## src/rtl/lnk_pkg.sv

```systemverilog
package lnk_pkg;
  typedef enum logic [1:0] {
    OP_SEND  = 2'd0,
    OP_IDLE  = 2'd1,
    OP_RECV  = 2'd2,
    OP_BREAK = 2'd3
  } lnk_op_e;

  typedef enum logic [2:0] {
    SG_START,
    SG_TX,
    SG_ZERO,
    SG_RX,
    SG_PRE,
    SG_BRK,
    SG_ECHO,
    SG_POST
  } lnk_seg_e;

  typedef enum logic [1:0] {
    ST_IDLE,
    ST_SEG,
    ST_LOW,
    ST_HIGH
  } lnk_st_e;
endpackage

```

## src/rtl/lnk_halfcnt.sv

```systemverilog
module lnk_halfcnt #(
  parameter int HALF = 4
) (
  input  logic clk,
  input  logic rst,
  input  logic run,
  output logic last
);
  localparam int CW = $clog2(HALF + 1);
  logic [CW-1:0] cnt_q;

  assign last = run && (cnt_q == CW'(HALF - 1));

  always_ff @(posedge clk) begin
    if (rst || !run || last) cnt_q <= '0;
    else                     cnt_q <= cnt_q + 1'b1;
  end
endmodule

```

## src/rtl/lnk_sync.sv

```systemverilog
module lnk_sync #(
  parameter int STAGES = 2
) (
  input  logic clk,
  input  logic rst,
  input  logic d,
  output logic q
);
  logic [STAGES-1:0] pipe_q;

  generate
    if (STAGES == 1) begin : g_one
      always_ff @(posedge clk) begin
        if (rst) pipe_q <= '1;
        else     pipe_q <= d;
      end
    end else begin : g_many
      always_ff @(posedge clk) begin
        if (rst) pipe_q <= '1;
        else     pipe_q <= {pipe_q[STAGES-2:0], d};
      end
    end
  endgenerate

  assign q = pipe_q[STAGES-1];
endmodule

```

## src/rtl/lnk_shift.sv

```systemverilog
module lnk_shift #(
  parameter int W = 64
) (
  input  logic         clk,
  input  logic         rst,
  input  logic         load_tx,
  input  logic [W-1:0] frame,
  input  logic         shift_tx,
  input  logic         clr_rx,
  input  logic         shift_rx,
  input  logic         rx_bit,
  output logic         tx_msb,
  output logic [W-1:0] rx_val
);
  logic [W-1:0] tx_q;
  logic [W-1:0] rx_q;

  always_ff @(posedge clk) begin
    if (rst)           tx_q <= '0;
    else if (load_tx)  tx_q <= frame;
    else if (shift_tx) tx_q <= {tx_q[W-2:0], 1'b0};
  end

  always_ff @(posedge clk) begin
    if (rst || clr_rx) rx_q <= '0;
    else if (shift_rx) rx_q <= {rx_q[W-2:0], rx_bit};
  end

  assign tx_msb = tx_q[W-1];
  assign rx_val = rx_q;
endmodule

```

## src/rtl/lnk_seq.sv

```systemverilog
module lnk_seq
  import lnk_pkg::*;
#(
  parameter int FRAME_W   = 64,
  parameter int CNT_W     = 8,
  parameter int PRE_CLKS  = 50,
  parameter int BRK_CLKS  = 256,
  parameter int POST_CLKS = 50
) (
  input  logic             clk,
  input  logic             rst,
  input  logic             cmd_valid,
  input  lnk_op_e          cmd_op,
  input  logic [CNT_W-1:0] cmd_count,
  input  logic             half_last,
  input  logic             tx_msb,
  input  logic             rx_line,
  output logic             cmd_ready,
  output logic             half_run,
  output logic             load_tx,
  output logic             shift_tx,
  output logic             clr_rx,
  output logic             shift_rx,
  output logic             rx_bit,
  output logic             done,
  output logic             reject,
  output logic             lclk,
  output logic             dout,
  output logic             oe,
  output logic             dir
);
  localparam int REM_W = 16;

  lnk_st_e          st_q;
  lnk_seg_e         seg_q;
  logic [REM_W-1:0] rem_q;
  logic [CNT_W-1:0] arg_q;
  logic             want_out;
  logic             bit_val;
  logic             accept;
  logic             send_bad;
  logic             recv_bad;

  assign cmd_ready = (st_q == ST_IDLE);
  assign accept    = cmd_ready && cmd_valid;
  assign send_bad  = (cmd_count == '0) || (int'(cmd_count) > FRAME_W);
  assign recv_bad  = int'(cmd_count) > FRAME_W;
  assign want_out  = (seg_q != SG_RX);
  assign half_run  = (st_q == ST_LOW) || (st_q == ST_HIGH);
  assign load_tx   = accept && (cmd_op == OP_SEND);
  assign clr_rx    = accept && (cmd_op == OP_RECV) && !recv_bad;
  assign shift_tx  = (st_q == ST_HIGH) && half_last && (seg_q == SG_TX);
  assign shift_rx  = (st_q == ST_LOW) && half_last && (seg_q == SG_RX);
  assign rx_bit    = ~rx_line;

  always_comb begin
    case (seg_q)
      SG_START: bit_val = 1'b1;
      SG_TX:    bit_val = tx_msb;
      SG_BRK:   bit_val = 1'b1;
      default:  bit_val = 1'b0;
    endcase
  end

  always_ff @(posedge clk) begin
    if (rst) begin
      st_q   <= ST_IDLE;
      seg_q  <= SG_ZERO;
      rem_q  <= '0;
      arg_q  <= '0;
      lclk   <= 1'b1;
      dout   <= 1'b1;
      oe     <= 1'b1;
      dir    <= 1'b1;
      done   <= 1'b0;
      reject <= 1'b0;
    end else begin
      done   <= 1'b0;
      reject <= 1'b0;
      case (st_q)
        ST_IDLE: begin
          if (cmd_valid) begin
            arg_q <= cmd_count;
            case (cmd_op)
              OP_SEND: begin
                if (send_bad) begin
                  done   <= 1'b1;
                  reject <= 1'b1;
                end else begin
                  seg_q <= SG_START;
                  rem_q <= REM_W'(1);
                  st_q  <= ST_SEG;
                end
              end
              OP_IDLE: begin
                seg_q <= SG_ZERO;
                rem_q <= REM_W'(cmd_count);
                st_q  <= ST_SEG;
              end
              OP_RECV: begin
                if (recv_bad) begin
                  done   <= 1'b1;
                  reject <= 1'b1;
                end else begin
                  seg_q <= SG_RX;
                  rem_q <= REM_W'(cmd_count);
                  st_q  <= ST_SEG;
                end
              end
              default: begin
                seg_q <= SG_PRE;
                rem_q <= REM_W'(PRE_CLKS);
                st_q  <= ST_SEG;
              end
            endcase
          end
        end
        ST_SEG: begin
          if (rem_q == '0) begin
            case (seg_q)
              SG_START: begin seg_q <= SG_TX;   rem_q <= REM_W'(arg_q);     end
              SG_PRE:   begin seg_q <= SG_BRK;  rem_q <= REM_W'(BRK_CLKS);  end
              SG_BRK:   begin seg_q <= SG_ECHO; rem_q <= REM_W'(arg_q);     end
              SG_ECHO:  begin seg_q <= SG_POST; rem_q <= REM_W'(POST_CLKS); end
              default: begin
                st_q <= ST_IDLE;
                done <= 1'b1;
              end
            endcase
          end else if (want_out && !dir) begin
            dir <= 1'b1;
          end else if (want_out && !oe) begin
            oe <= 1'b1;
          end else if (!want_out && (oe || dir)) begin
            oe  <= 1'b0;
            dir <= 1'b0;
          end else begin
            lclk <= 1'b0;
            if (want_out) dout <= ~bit_val;
            st_q <= ST_LOW;
          end
        end
        ST_LOW: begin
          if (half_last) begin
            lclk <= 1'b1;
            st_q <= ST_HIGH;
          end
        end
        default: begin
          if (half_last) begin
            rem_q <= rem_q - 1'b1;
            st_q  <= ST_SEG;
          end
        end
      endcase
    end
  end
endmodule

```

## src/rtl/sclk_link_engine.sv

```systemverilog
module sclk_link_engine
  import lnk_pkg::*;
#(
  parameter int FRAME_W   = 64,
  parameter int CNT_W     = 8,
  parameter int HALF      = 4,
  parameter int SYNC_STG  = 2,
  parameter int PRE_CLKS  = 50,
  parameter int BRK_CLKS  = 256,
  parameter int POST_CLKS = 50
) (
  input  logic               clk,
  input  logic               rst,
  input  logic               cmd_valid,
  output logic               cmd_ready,
  input  logic [1:0]         cmd_op,
  input  logic [FRAME_W-1:0] cmd_frame,
  input  logic [CNT_W-1:0]   cmd_count,
  output logic               done,
  output logic               reject,
  output logic [FRAME_W-1:0] rx_data,
  output logic               link_clk,
  output logic               link_dout,
  output logic               link_oe,
  output logic               link_dir,
  input  logic               link_din
);
  logic half_run, half_last;
  logic load_tx, shift_tx, clr_rx, shift_rx, rx_bit, tx_msb;
  logic din_s;

  lnk_halfcnt #(.HALF(HALF)) u_half (
    .clk(clk), .rst(rst), .run(half_run), .last(half_last)
  );

  lnk_sync #(.STAGES(SYNC_STG)) u_sync (
    .clk(clk), .rst(rst), .d(link_din), .q(din_s)
  );

  lnk_shift #(.W(FRAME_W)) u_shift (
    .clk(clk), .rst(rst), .load_tx(load_tx), .frame(cmd_frame),
    .shift_tx(shift_tx), .clr_rx(clr_rx), .shift_rx(shift_rx),
    .rx_bit(rx_bit), .tx_msb(tx_msb), .rx_val(rx_data)
  );

  lnk_seq #(
    .FRAME_W(FRAME_W), .CNT_W(CNT_W), .PRE_CLKS(PRE_CLKS),
    .BRK_CLKS(BRK_CLKS), .POST_CLKS(POST_CLKS)
  ) u_seq (
    .clk(clk), .rst(rst), .cmd_valid(cmd_valid), .cmd_op(lnk_op_e'(cmd_op)),
    .cmd_count(cmd_count), .half_last(half_last), .tx_msb(tx_msb),
    .rx_line(din_s), .cmd_ready(cmd_ready), .half_run(half_run),
    .load_tx(load_tx), .shift_tx(shift_tx), .clr_rx(clr_rx),
    .shift_rx(shift_rx), .rx_bit(rx_bit), .done(done), .reject(reject),
    .lclk(link_clk), .dout(link_dout), .oe(link_oe), .dir(link_dir)
  );
endmodule

```

## config.mk

```make
export PLATFORM = sky130hd
export DESIGN_NAME = sclk_link_engine
export DESIGN_NICKNAME = d
export VERILOG_FILES = /design/src/rtl/lnk_pkg.sv /design/src/rtl/lnk_halfcnt.sv /design/src/rtl/lnk_sync.sv /design/src/rtl/lnk_shift.sv /design/src/rtl/lnk_seq.sv /design/src/rtl/sclk_link_engine.sv
export SDC_FILE = /design/constraint.sdc
export NUM_CORES = 1
export LEC_CHECK = 0
export BUFFER_PORTS_ARGS = -buffer_cell sky130_fd_sc_hd__clkbuf_2
export CAP_MARGIN = 20
export CELL_PAD_IN_SITES_DETAIL_PLACEMENT = 1
export CELL_PAD_IN_SITES_GLOBAL_PLACEMENT = 2
export CORE_MARGIN = 2
export CORE_UTILIZATION = 34
export CTS_CLUSTER_SIZE = 28
export DETAILED_ROUTE_END_ITERATION = 7
export HOLD_SLACK_MARGIN = 0.06
export PLACE_DENSITY_LB_ADDON = 0.3
export SLEW_MARGIN = 20
export SYNTH_ARGS = -nofsm -noshare
export SYNTH_HDL_FRONTEND = slang
export SYNTH_HIERARCHICAL = 1
export SYNTH_SLANG_ARGS = --single-unit
```

## constraint.sdc

```tcl
create_clock -name clk -period 3.17 [get_ports clk]
set_clock_uncertainty 0.2 [all_clocks]
set_input_delay 0.1585 -clock clk [delete_from_list [all_inputs] [get_ports clk]]
set_output_delay 0.1585 -clock clk [all_outputs]
set_load 0.05 [all_outputs]
```

==> metrics.cfg, run 1 <==
[logic_synthesis]
syn_inst = 788
synth_cell_types = 63
syn-num-nets = 879
synth_area_leaders = dfxtp_1 (44%), mux2i_1 (17%), a211oi_1 (6.4%)
synth_edf_count = 0
synth_top_area_frac = 0.439
synth-main-ff-cell = dfxtp_1
synth_top_area_cell = dfxtp_1
yosysMostFrequentCell = dfxtp_1
synthArstFlopShare = 0
ys_warn_count = 6
synth_seq_area_share = 0.439
yosys-top-cells-count = dfxtp_1 (168), mux2i_1 (130), nor2_1 (82)
synth_area_um2 = 7660
avgSynthCellArea_um2 = 9.72
synth.ff_latch_count = 168

[floorplanning]
die_x_um = 154
start_util = 0.349
core_area_um2 = 22000
rows = 54
dieArea_um2 = 23800
die_height_um = 154
ios = 149

[critical_path]
crit_slowest_cell = nor2_4
arrival_ps = 2940
cp_cell_sequence = inv_1 -> ha_1 -> or2_2 -> and2_2 -> nand3_1 -> nor2_4 -> buf_4 -> mux2i_1 -> a211oi_1
critical_path.top_delay_family = simple AND/OR/NAND/NOR gates
path_buf_inv = 2
start_kind = flop
cp-end-kind = flop
crit_fanout = 18
max_stage_delay_ps = 570
criticalPathCategory = flop to flop
crit_required_ps = 3250

[drt]
firstDrtPassIters = 5
postRouteAntennaNets = 0
num_vias = 6399
vias_per_cell = 4.98
wl_per_cell_um = 16.4
routed_wl_um = 21200
drtIter0Drc = 218
post-route-drc-count = 0

[placed_design]
post_dp_cell_area_um2 = 8640
pre_cts_ws_ps = 348
port-buffer-count = 148
place.gp.congestion = 0.752
hpwl_um = 13500
placedCellCount = 1179

[clock_network]
cts_buffer_depth = 2
post_cts_resized = 0
tritoncts = built
clock_sinks = 168
cts_setup_buffers = 0
numCtsBuffers = 17
path_clk_slew_ps = 70
cts-root-buf = clkbuf_16
cts.htree.levels = 4
clock_latency_ps = 430

[cells_and_area]
layout.cells.non_filler = 1286
nets = 1085
antenna_cells = 0
fill_cells = 2555
syn2layout_area_growth_pct = 29.9
utilization = 0.453
drive_gt1_frac = 0.223
fin_area_um2 = 9950

[timing]
fin_crit_ps = 2870
finalHoldViolations = 0
setup_slack_ps = 303
setup_viol_count_final = 0
period_share = 0.905
slew_headroom = 0.520
clock.fmax_mhz = 349
drv_slew = 0
tightestPinTransition_ps = 721
setup_tns_ps = 0
timing.hold.ws_ps = 154
grt_setup_unrepaired = no

[pwr]
power_leakage_nw = 3.71
ir_worst_vdd_mv = 0.309
power_density_nw_per_um2 = 613
power_mw = 6.10

[global_routing]
grt_pass1_wl_um = 34400
grt_usage = 0.178
grt_pass1_vias = 6563
grt_max_degree = 66
antenna_found_initial = 0
grt_overflow = 0

[outcome]
status = complete, no violations

[flow_run]
maxCapViolCount = 0

[hold_path]
hold_path_class = primary input to flop

## worst register-to-register path: cells and delay by family, from the launching register on
| kind | cells | cell delay (ps) |
|---|---|---|
| buffers and inverters | 2 | 420 |
| muxes | 1 | 250 |
| AOI/OAI and AO/OA | 1 | 110 |
| adders and majority gates | 1 | 290 |
| DFF | 1 | 340 |
| and+or+nand+nor | 4 | 1110 |
## layer usage
layer	part of all wire	wire length, µm	track usage	vias to the layer above
li1	-	-	-	3226
met1	0.48	10200	0.235	3053
met2	0.48	10100	0.298	104
met5	0	0	0	-
met4	0.010	211	0.0503	0
met3	0.032	667	0.0327	16
## sequential cells by signal (all words and copies together), names as in the netlist
signal,count
u_seq/oe,1
u_shift/rx_val,64
u_seq/reject,1
u_seq/st_q,2
u_seq/dir,1
u_seq/dout,1
u_seq/seg_q,3
u_seq/done,1
u_seq/lclk,1
u_seq/rem_q,16
u_seq/arg_q,8
u_shift/tx_q,64
u_half/cnt_q,3
u_sync/pipe_q,2
## final cells by class
type                       count  area (µm²)  area share
timing repair buffer         240        1690       0.169
sequential                   168        3360       0.338
multi-input combinational    549        3940       0.395
tap                          280         350      0.0352
inverter                      18        67.6     0.00679
clock buffer                  18         429      0.0431
clock inverter                13         120      0.0121
## placed cells by master (no fill, tap or decap), drive strengths merged, types with 4 or more instances in the layout
| cell | synthesis | layout |
|---|---|---|
| nor2b | 65 | 65 |
| dlygate4sd3 | 0 | 76 |
| a211oi | 69 | 69 |
| nor2 | 82 | 82 |
| inv | 18 | 23 |
| a32oi | 4 | 4 |
| o211ai | 4 | 4 |
| a21oi | 30 | 30 |
| clkinv | 0 | 5 |
| nand2 | 40 | 40 |
| and3 | 5 | 5 |
| ha | 13 | 13 |
| and2 | 7 | 7 |
| nand2b | 6 | 6 |
| o21ai | 19 | 19 |
| or2 | 5 | 5 |
| clkbuf | 19 | 165 |
| nor3 | 11 | 11 |
| a31oi | 7 | 7 |
| dfxtp | 168 | 168 |
| mux2i | 130 | 130 |
| a311oi | 4 | 4 |
| a31o | 5 | 5 |
| nor4 | 4 | 4 |
| buf | 34 | 17 |
## power by group
part | switching, mW | internal (mW)
sequential | 0.144 | 2.28
combinational | 1.03 | 0.659
clock | 0.900 | 1.09
## final timing paths
path | from | endpoint | slack (ps) | cells past startpoint
setup / recovery | u_seq/st_q[0]$_SDFFE_PP0P_ | u_shift/tx_q[62]$_SDFFE_PP0P_ | 300 | 9
hold reg to reg | u_sync/pipe_q[0]$_SDFF_PP1_ | u_sync/pipe_q[1]$_SDFF_PP1_ | 220 | 1
hold / removal | cmd_valid | u_seq/arg_q[3]$_SDFFE_PP0P_ | 150 | 4
setup reg to reg | u_seq/st_q[0]$_SDFFE_PP0P_ | u_shift/tx_q[62]$_SDFFE_PP0P_ | 300 | 9
## kinds of logic (layout without fill, tap and decap cells)
family	count (synthesis)	count (layout)	synth area share
AOI/OAI and AO/OA	159	159	0.148
muxes	130	130	0.170
DFF	168	168	0.439
xor gates and xnor gates	3	3	0.00343
adders and majority gates	13	13	0.0212
and+or+nand+nor	244	244	0.169
buffers and inverters	71	289	0.0496
## repair_timing
action	4_1_cts	5_1_grt
endpoints found under the setup margin	0	0
hold buffers	76	0
hold endpoints to repair	79	0
No activity file was read; power rests on OpenSTA's default activity.
==> inputs of run 2 (changes only) <==
Settings changed: CORE_ASPECT_RATIO from default to 0.9.
==> run 2 against run 1 <==
  * Hold slack worse by 62 ps
  * Register-to-register slack better by 200 ps
  * Critical path type unchanged
  * Setup slack better by 200 ps
  * Highest routed layer unchanged
  * Sequential power hardly changed
==> metrics.cfg, run 2 (synthesized netlist as in run 1, its figures left out) <==
[critical_path]
start_kind = flop  ; unchanged
crit_path_frequent_cell = buf_4
criticalPathCategory = flop to flop  ; unchanged
max_stage_delay_ps = 570  ; about the same
crit_fanout = 11  ; was 18
cp-end-kind = flop  ; unchanged
cp_cell_sequence = inv_1 -> ha_1 -> buf_4 -> nand2_1 -> buf_4 -> a311oi_1 -> o21ai_0 -> mux2i_1 -> nor2_1 -> dlygate4sd3_1  ; was inv_1 -> ha_1 -> or2_2 -> and2_2 -> nand3_1 -> nor2_4 -> buf_4 -> mux2i_1 -> a211oi_1
crit_required_ps = 3280  ; was 3250 ps
path_buf_inv = 4  ; was 2
critical_path.top_delay_family = buffers and inverters  ; was simple AND/OR/NAND/NOR gates
crit_slowest_cell = dlygate4sd3_1  ; was nor2_4
arrival_ps = 2780  ; was 2940 ps

[cells_and_area]
drive_gt1_frac = 0.221  ; was 0.223
layout_common_cells = dfxtp_1 (168), clkbuf_2 (147), mux2i_1 (130)  ; unchanged
layout_commonest_cell = dfxtp_1  ; unchanged
fin_area_um2 = 10100  ; was 9950 µm²
utilization = 0.453  ; about the same
antenna_cells = 0  ; unchanged
multi_input_area_um2 = 3930  ; was 3940 µm²
fill_cells = 2579  ; was 2,555
syn2layout_area_growth_pct = 32.0  ; was 29.9%
nets = 1094  ; was 1,085
regArea_um2 = 3360  ; unchanged

[floorplanning]
die_height_um = 146  ; was 154 µm
dieArea_um2 = 23800  ; about the same
start_util = 0.343  ; was 0.349
core_area_um2 = 22300  ; was 22,000 µm²
ios = 149  ; unchanged
rows = 52  ; was 54
die_x_um = 162  ; was 154 µm

[timing]
drv_slew = 0  ; unchanged
tightestPinTransition_ps = 694  ; was 721 ps
clock.fmax_mhz = 374  ; was 349 MHz
fin_crit_ps = 2670  ; was 2870 ps
setup_viol_count_final = 0  ; unchanged
period_share = 0.843  ; was 0.905
grt_setup_unrepaired = no  ; unchanged
setup_tns_ps = 0  ; unchanged
finalHoldViolations = 0  ; unchanged
slew_headroom = 0.537  ; was 0.520

[drt]
num_vias = 6568  ; was 6,399
firstDrtPassIters = 5  ; unchanged
drtIter0Drc = 303  ; was 218
routed_wl_um = 21300  ; was 21,200 µm
wl_per_cell_um = 16.2  ; was 16.4 µm
post-route-drc-count = 0  ; unchanged
vias_per_cell = 5.00  ; was 4.98
postRouteAntennaNets = 0  ; unchanged

[placed_design]
place.gp.congestion = 0.775  ; was 0.752
port-buffer-count = 148  ; unchanged
post_dp_cell_area_um2 = 8660  ; was 8640 µm²
hpwl_um = 13800  ; was 13,500 µm

[clock_network]
path_clk_slew_ps = 70  ; about the same
cts.htree.levels = 4  ; unchanged
cts_setup_buffers = 0  ; unchanged
post_cts_resized = 0  ; unchanged
clock_latency_ps = 430  ; about the same
numCtsBuffers = 17  ; unchanged
cts-root-buf = clkbuf_16  ; unchanged
cts_buffer_depth = 2  ; unchanged
clock_sinks = 168  ; unchanged
tritoncts = built  ; unchanged

[global_routing]
grt_pass1_wl_um = 34900  ; was 34,400 µm
grt_max_degree = 66  ; unchanged
grt_overflow = 0  ; unchanged
antenna_found_initial = 1  ; was 0
grt_usage = 0.182  ; was 0.178
grt_pass1_vias = 6724  ; was 6,563

[flow_run]
maxCapViolCount = 0  ; unchanged

[hold_path]
hold_path_class = primary input to flop  ; unchanged

[outcome]
status = complete, no violations  ; unchanged

[pwr]
ir_worst_vdd_mv = 0.295  ; was 0.309 mV
power_leakage_nw = 3.79  ; was 3.71 nW
power_density_nw_per_um2 = 623  ; was 613 nW/µm²

run 2: changes by cell type in the layout (fill, tap and decap cells not counted), sizes merged:
cell / delta
inv: +1
clkinv: -3
clkinvlp: +1
dlygate4sd3: +8
bufinv: +2
buf: +1
run 2: repair_timing:
| action | in CTS | in global routing |
|---|---|---|
| hold endpoints to repair | 78 | 0 |
| hold buffers | 84 | 0 |
| setup endpoints to repair | 0 | 0 |
run 2: stage by stage:
step | std cells | total power, mW | worst slack (ps) | hold WS (ps)
after detailed placement | 1197 | 4.07 | 593 | 147
after global routing | 1313 | 6.65 | 301 | 101
after global placement | 1196 | 4.06 | 640 | 142
after CTS | 1313 | 6.36 | 489 | 72.6
final | 1313 | 6.30 | 499 | 92.0
after floorplan | 788 | 3.57 | 596 | 35.8
run 2: worst paths after layout:
path                            cells past startpoint                           end  slack [ps]                        start
worst max register to register                     10   u_seq/seg_q[2]$_SDFFE_PP0P_         500   u_seq/st_q[1]$_SDFFE_PP0P_
worst max-delay path                               10   u_seq/seg_q[2]$_SDFFE_PP0P_         500   u_seq/st_q[1]$_SDFFE_PP0P_
worst min register to register                      1   u_sync/pipe_q[1]$_SDFF_PP1_         220  u_sync/pipe_q[0]$_SDFF_PP1_
worst min-delay path                                2  u_seq/rem_q[13]$_SDFFE_PP0P_          90                          rst
run 2: cell type report:
cell class                      instances  share of cell area
Timing Repair Buffer                  249               0.174
Multi-Input combinational cell        549               0.389
Clock inverter                         14              0.0182
Inverter                               18             0.00668
Tap cell                              297              0.0368
Sequential cell                       168               0.333
Clock buffer                           18              0.0424
run 2: power breakdown:
part / switching [mW] / total [mW] / internal, mW
combinational: 1.04 / 1.72 / 0.676
sequential: 0.143 / 2.42 / 2.28
clock: 0.906 / 2.17 / 1.26
total: 2.09 / 6.30 / 4.21
run 2: layer usage:
layer  wire length [µm]  GRT usage
met5                  0          0
met4                245     0.0544
met3                906     0.0355
met2               9800      0.292
met1              10400      0.249
